$ cat config.mk
export PLATFORM = sky130hd
export DESIGN_NAME = mdio_master
export DESIGN_NICKNAME = d
export VERILOG_FILES = /design/src/rtl/mdio_pkg.sv /design/src/rtl/mdio_clkdiv.sv /design/src/rtl/mdio_frame.sv /design/src/rtl/mdio_master.sv
export SDC_FILE = /design/constraint.sdc
export NUM_CORES = 1
export LEC_CHECK = 0
export BUFFER_PORTS_ARGS = -buffer_cell sky130_fd_sc_hd__buf_4
export CORE_MARGIN = 2
export CORE_UTILIZATION = 30
export DETAILED_ROUTE_END_ITERATION = 8
export GPL_ROUTABILITY_DRIVEN = 0
export SYNTH_ARGS = -nofsm -noshare
export SYNTH_HDL_FRONTEND = slang
export SYNTH_SLANG_ARGS = --single-unit
$ cat constraint.sdc
create_clock -name clk -period 4.7 [get_ports clk]
set_input_delay 0.705 -clock clk [delete_from_list [all_inputs] [get_ports clk]]
set_output_delay 0.705 -clock clk [all_outputs]
set_load 0.05 [all_outputs]
$ cat src/rtl/mdio_pkg.sv
package mdio_pkg;
  localparam int FRAME_LEN = 64;
  localparam int PRE_LEN   = 32;
  localparam int TA_POS    = 46;
  localparam int DATA_POS  = 48;
  localparam int IDX_W     = $clog2(FRAME_LEN);
  localparam logic [3:0] CODE_FAST = 4'b0011;

  // busy at bit 0 (last field of a packed struct is the LSB)
  typedef struct packed {
    logic [4:0] phy;
    logic [4:0] regad;
    logic [3:0] clk_sel;
    logic       is_wr;
    logic       busy;
  } ctrl_t;

  function automatic logic [FRAME_LEN-1:0] build_frame(
    input logic wr, input logic [4:0] phy, input logic [4:0] regad,
    input logic [15:0] d);
    return {{PRE_LEN{1'b1}}, 2'b01, (wr ? 2'b01 : 2'b10), phy, regad,
            (wr ? 2'b10 : 2'b11), (wr ? d : 16'hFFFF)};
  endfunction
endpackage

$ cat src/rtl/mdio_clkdiv.sv
module mdio_clkdiv #(
  parameter int CNT_W = 5
) (
  input  logic             clk,
  input  logic             rst_n,
  input  logic             en,
  input  logic [CNT_W-1:0] half,
  output logic             mdc,
  output logic             rise,
  output logic             fall
);
  logic [CNT_W-1:0] cnt_q, cnt_d;
  logic             mdc_q, mdc_d;
  logic             term;

  assign term = (cnt_q == half - CNT_W'(1));
  assign rise = en && term && !mdc_q;
  assign fall = en && term && mdc_q;
  assign mdc  = mdc_q;

  always_comb begin
    cnt_d = cnt_q;
    mdc_d = mdc_q;
    if (!en) begin
      cnt_d = '0;
      mdc_d = 1'b0;
    end else if (term) begin
      cnt_d = '0;
      mdc_d = !mdc_q;
    end else begin
      cnt_d = cnt_q + CNT_W'(1);
    end
  end

  always_ff @(posedge clk or negedge rst_n) begin
    if (!rst_n) begin
      cnt_q <= '0;
      mdc_q <= 1'b0;
    end else begin
      cnt_q <= cnt_d;
      mdc_q <= mdc_d;
    end
  end

  // the phase counter never passes the selected half period
  p_cnt_bound_r6: assert property (@(posedge clk) disable iff (!rst_n)
    en |-> (cnt_q < half));
endmodule

$ cat src/rtl/mdio_frame.sv
module mdio_frame
  import mdio_pkg::*;
(
  input  logic        clk,
  input  logic        rst_n,
  input  logic        start,
  input  logic        is_write,
  input  logic [4:0]  phy,
  input  logic [4:0]  regad,
  input  logic [15:0] wdata,
  input  logic        rise,
  input  logic        fall,
  input  logic        mdio_i,
  output logic        mdio_o,
  output logic        mdio_oe,
  output logic        done,
  output logic [15:0] rd_data
);
  localparam logic [IDX_W-1:0] LAST_IDX = IDX_W'(FRAME_LEN - 1);
  localparam logic [IDX_W-1:0] TA_IDX   = IDX_W'(TA_POS);
  localparam logic [IDX_W-1:0] DATA_IDX = IDX_W'(DATA_POS);

  logic                 active_q, active_d;
  logic                 wr_q, wr_d;
  logic [IDX_W-1:0]     idx_q, idx_d;
  logic [FRAME_LEN-1:0] sr_q, sr_d;
  logic [15:0]          cap_q, cap_d;

  assign mdio_o  = sr_q[FRAME_LEN-1];
  assign mdio_oe = active_q && (wr_q || (idx_q < TA_IDX));
  assign done    = active_q && fall && (idx_q == LAST_IDX);
  assign rd_data = cap_q;

  always_comb begin
    active_d = active_q;
    wr_d     = wr_q;
    idx_d    = idx_q;
    sr_d     = sr_q;
    cap_d    = cap_q;
    if (start) begin
      active_d = 1'b1;
      wr_d     = is_write;
      idx_d    = '0;
      sr_d     = build_frame(is_write, phy, regad, wdata);
    end else if (active_q) begin
      if (rise && !wr_q && (idx_q >= DATA_IDX))
        cap_d = {cap_q[14:0], mdio_i};
      if (fall) begin
        if (idx_q == LAST_IDX) begin
          active_d = 1'b0;
        end else begin
          idx_d = idx_q + IDX_W'(1);
          sr_d  = {sr_q[FRAME_LEN-2:0], 1'b0};
        end
      end
    end
  end

  always_ff @(posedge clk or negedge rst_n) begin
    if (!rst_n) begin
      active_q <= 1'b0;
      wr_q     <= 1'b0;
      idx_q    <= '0;
      sr_q     <= '0;
      cap_q    <= '0;
    end else begin
      active_q <= active_d;
      wr_q     <= wr_d;
      idx_q    <= idx_d;
      sr_q     <= sr_d;
      cap_q    <= cap_d;
    end
  end

  // line value moves only on an MDC falling edge while a frame runs
  p_change_on_fall_r7: assert property (@(posedge clk) disable iff (!rst_n)
    ($past(active_q) && active_q && !$past(fall)) |-> $stable(mdio_o));
endmodule

$ cat src/rtl/mdio_master.sv
module mdio_master
  import mdio_pkg::*;
#(
  parameter int DIV_SLOW = 42,
  parameter int DIV_FAST = 26
) (
  input  logic        clk,
  input  logic        rst_n,
  input  logic        reg_we,
  input  logic        reg_sel,
  input  logic [31:0] reg_wdata,
  output logic [31:0] reg_rdata,
  output logic        mdc,
  output logic        mdio_o,
  output logic        mdio_oe,
  input  logic        mdio_i
);
  localparam int CNT_W = $clog2(DIV_SLOW / 2 + 1);

  logic        rst_meta, rst_s;
  ctrl_t       ctrl_q, ctrl_d;
  logic [15:0] data_q, data_d;
  logic        launch;
  logic        rise_tick, fall_tick, frame_done;
  logic [15:0] rd_data;
  logic [CNT_W-1:0] half_sel;
  logic        unused_hi;

  assign unused_hi = ^reg_wdata[31:16];

  // asynchronous assert, synchronous release
  always_ff @(posedge clk or negedge rst_n) begin
    if (!rst_n) begin
      rst_meta <= 1'b0;
      rst_s    <= 1'b0;
    end else begin
      rst_meta <= 1'b1;
      rst_s    <= rst_meta;
    end
  end

  assign half_sel = (ctrl_q.clk_sel == CODE_FAST) ? CNT_W'(DIV_FAST / 2)
                                                  : CNT_W'(DIV_SLOW / 2);

  always_comb begin
    ctrl_d = ctrl_q;
    data_d = data_q;
    launch = 1'b0;
    if (ctrl_q.busy) begin
      if (frame_done) begin
        ctrl_d.busy = 1'b0;
        if (!ctrl_q.is_wr) data_d = rd_data;
      end
    end else if (reg_we) begin
      if (!reg_sel) begin
        ctrl_d = ctrl_t'(reg_wdata[15:0]);
        launch = reg_wdata[0];
      end else begin
        data_d = reg_wdata[15:0];
      end
    end
  end

  always_ff @(posedge clk or negedge rst_s) begin
    if (!rst_s) begin
      ctrl_q <= '0;
      data_q <= '0;
    end else begin
      ctrl_q <= ctrl_d;
      data_q <= data_d;
    end
  end

  assign reg_rdata = reg_sel ? {16'h0, data_q} : {16'h0, ctrl_q};

  mdio_clkdiv #(.CNT_W(CNT_W)) u_clkdiv (
    .clk  (clk),
    .rst_n(rst_s),
    .en   (ctrl_q.busy),
    .half (half_sel),
    .mdc  (mdc),
    .rise (rise_tick),
    .fall (fall_tick)
  );

  mdio_frame u_frame (
    .clk     (clk),
    .rst_n   (rst_s),
    .start   (launch),
    .is_write(ctrl_d.is_wr),
    .phy     (ctrl_d.phy),
    .regad   (ctrl_d.regad),
    .wdata   (data_q),
    .rise    (rise_tick),
    .fall    (fall_tick),
    .mdio_i  (mdio_i),
    .mdio_o  (mdio_o),
    .mdio_oe (mdio_oe),
    .done    (frame_done),
    .rd_data (rd_data)
  );

  // idle bus is quiet
  p_idle_quiet_r10: assert property (@(posedge clk) disable iff (!rst_s)
    !ctrl_q.busy |-> (!mdc && !mdio_oe));
  // busy falls only on an MDC falling edge
  p_busy_ends_on_fall_r3: assert property (@(posedge clk) disable iff (!rst_s)
    $fell(ctrl_q.busy) |-> $past(fall_tick));
  // writes during busy leave registers untouched
  p_ignore_busy_write_r8: assert property (@(posedge clk) disable iff (!rst_s)
    (ctrl_q.busy && reg_we && !frame_done) |=>
      ($stable(data_q) && $stable(ctrl_q[15:1])));
  // line released during a read turnaround and data phase
  p_read_release_r5: assert property (@(posedge clk) disable iff (!rst_s)
    (ctrl_q.busy && !ctrl_q.is_wr && $past(ctrl_q.busy) && !mdio_oe) |=>
      (!mdio_oe || !ctrl_q.busy));
endmodule

==> results.cfg <==
[global_routing]
grtUsageTotal = 0.134
grt_start_max_net_pins = 88
antenna_found_initial = 0
grt_pass1_vias = 4333
grt_pass1_wl_um = 22900
overflow = 0

[cts]
htree_levels = 4
cts_buffers = 17
cts_root_buffer = clkbuf_16
cts_hold_buf = 0
cts_sinks = 128
cts_resized = 0
clock_latency_ns = 0.42
clockBufferDepth = 2
path_clk_slew_ns = 0.06
cts_setup_buffers = 0
cts_tree = yes

[sta]
relSlewSlack = 0.235
rsz0062_at_grt = no
setup_ws_ns = 1.83
setup_viol = 0
fin_crit_ns = 2.87
tns_ns = 0
hold_violations = 0
post-route-period-util = 0.610
worst_slew_pin_slew_ns = 1.15
finalClockSkew_ns = 0.00865
drv_slew = 0
fmax_ghz = 0.349

[placement]
port_buffers = 39
dpl_worst_slack_ns = 1.82
placed_cell_area_um2 = 6550
hpwl_um = 8170

[worst_setup_path]
required_ns = 5.00
timing.rr.start = u_clkdiv.cnt_q[0]$_DFF_PN0_
path_cells = inv_1 > ha_1 > nand4b_1 > mux2i_4 > nand3_2 > mux2_2
crit_path_start_kind = register
critical_path_class = reg -> reg
r2r_slack_ns = 1.83
critical_path.slowest_cell = mux2i_4
r2r_end = u_frame.rd_data[8]$_DFFE_PN0P_
end_kind = register
r2r_cells = 6
cpPeakStageDelay_ns = 0.75
cp_top_family = multiplexers
cp_max_fo = 28
path_buf_inv = 1
cp.arrival_ns = 3.17

[drt]
drc = 0
initialDrtViolationCount = 392
wl_per_cell_um = 16.3
routed_via_density = 5.16
via_count = 4395
dr.pass1.iters = 5
drt_wl_total_um = 13900
postRouteAntennaNets = 0

[pwr]
power_density_nw_per_um2 = 494
p_leak_uw = 0.00297
peakVddDrop_mv = 0.265
power.total_uw = 3520

[synthesis]
ys_seq_elements = 128
synth_edf_count = 0
synthTopCellsByArea = dfrtp_1, mux2_2, nand3_1
ys_types = 47
seq_area_frac_synth = 0.527
synth_flop_cell = dfrtp_1
syn_area_um2 = 6070
syn_inst = 554
async_flop_share = 1.00
ys_warn_count = 0
syn_avg_cell_area_um2 = 11.0
synth_top_area_frac = 0.527
synth_top_area_cell = dfrtp_1

[cells_and_area]
diodes = 0
design_area_um2 = 7140
nets = 610
fill_cells = 2022
area_growth_pct = 17.5
drive_above_1_share = 0.284

[job]
max_cap_violations = 0

[floorplan]
start_util = 0.303
ios = 72
core_area_um2 = 20000
die_x_um = 146
row_count = 52
dieArea_um2 = 21400
die_h_um = 146

[run_status]
status = completed

[worst_hold_path]
worst_hold_path_type = in -> async
## cell usage after synthesis (2+ instances only)
| cell type | count |
|---|---|
| clkbuf_1 | 33 |
| or4_1 | 2 |
| a21o_1 | 2 |
| and2_1 | 3 |
| buf_4 | 17 |
| mux2_2 | 79 |
| nand3_1 | 85 |
| buf_1 | 5 |
| a221o_1 | 9 |
| a21oi_1 | 25 |
| nor3b_1 | 15 |
| ha_1 | 3 |
| o31ai_1 | 2 |
| dfrtp_1 | 128 |
| xor2_1 | 2 |
| nand2_1 | 17 |
| nand4b_1 | 3 |
| buf_2 | 8 |
| xnor2_1 | 2 |
| a31oi_1 | 21 |
| conb_1 | 2 |
| o21ai_0 | 56 |
| nor2_1 | 9 |
| inv_1 | 3 |
## per-stage QoR
| stage | instances | hold slack [ns] | utilization |
|---|---|---|---|
| floorplan | 569 | 0.331 | - |
| global placement | 821 | 0.340 | 0.327 |
| detailed placement | 821 | 0.339 | 0.327 |
| CTS | 852 | 0.0383 | 0.356 |
| global route | 852 | 0.0357 | 0.356 |
| finish | 852 | 0.0528 | 0.356 |
## registers in the layout, indices dropped and copies added, names as in the netlist
name and count:
u_clkdiv.mdc 1, rst_meta 1, ctrl_q 16, rst_s 1, u_frame.sr_q 64, u_clkdiv.cnt_q 5, data_q 16, u_frame.rd_data 16
u_frame.active_q 1, u_frame.wr_q 1, u_frame.idx_q 6
## layout by cell type (no fill, tap or decap), types with 2 or more instances in the layout
cell       synthesis  layout
dfrtp_1          128     127
nand3_1           85      85
mux2_2            79      79
o21ai_0           56      56
buf_4             17      46
a21oi_1           25      25
a31oi_1           21      20
nand2_1           17      17
conb_1             2      17
clkbuf_16          0      17
nor3b_1           15      15
nor2_1             9       9
a221o_1            9       9
clkbuf_8           0       5
clkinv_2           0       4
inv_1              3       3
nand4b_1           3       3
and2_1             3       3
ha_1               3       3
clkbuf_1          33       3
xor2_1             2       2
xnor2_1            2       2
a21o_1             2       2
o31ai_1            2       2
or4_1              2       2
bufinv_16          0       2
## report_power, final
| part | internal [uW] | switching [uW] |
|---|---|---|
| clock | 844 | 459 |
| combinational | 256 | 393 |
| sequential | 1380 | 188 |
| total | 2480 | 1040 |
## layer usage
metal	routed length, um	vias up	GRT usage
li1	-	2020	-
met1	6260	2255	0.173
met2	6800	94	0.217
met3	488	26	0.0278
met4	320	0	0.0641
met5	0	-	0
## kinds of logic (layout without fill, tap and decap cells)
kind of cell,after synthesis,count (layout),synth area share
XOR/XNOR,4,4,0.00577
other,2,17,0.00124
buffers and inverters,67,80,0.0548
adder cells (fa/ha/maj),3,3,0.00618
flip-flops,128,128,0.527
AND/OR/NAND/NOR,146,146,0.133
multiplexers,82,82,0.154
AO/OA/AOI/OAI,122,122,0.118
## area by class of cell
class	instances	area (um^2)	area share
inverter	3	11.3	0.00158
tap	270	338	0.0473
multi-input combinational	374	2650	0.372
sequential	128	3210	0.449
clock inverter	6	80.1	0.0112
timing repair buffer	46	345	0.0484
clock buffer	25	505	0.0708
## worst max path at each step
stage | from | endpoint | slack (ns) | depth (start not counted)
after floorplan | rst_s$_DFF_PN0_ | ctrl_q[0]$_DFF_PN0_ | 0.87 | 0
after global placement | ctrl_q[5]$_DFFE_PN0P_ | u_frame.rd_data[10]$_DFFE_PN0P_ | 1.88 | 4
after detailed placement | u_clkdiv.cnt_q[0]$_DFF_PN0_ | u_frame.rd_data[11]$_DFFE_PN0P_ | 1.82 | 6
after CTS | u_clkdiv.cnt_q[0]$_DFF_PN0_ | u_frame.rd_data[8]$_DFFE_PN0P_ | 1.80 | 6
after global routing | u_clkdiv.cnt_q[0]$_DFF_PN0_ | u_frame.rd_data[8]$_DFFE_PN0P_ | 1.61 | 6
final | u_clkdiv.cnt_q[0]$_DFF_PN0_ | u_frame.rd_data[8]$_DFFE_PN0P_ | 1.83 | 6
(Power assumes the default switching activity.)
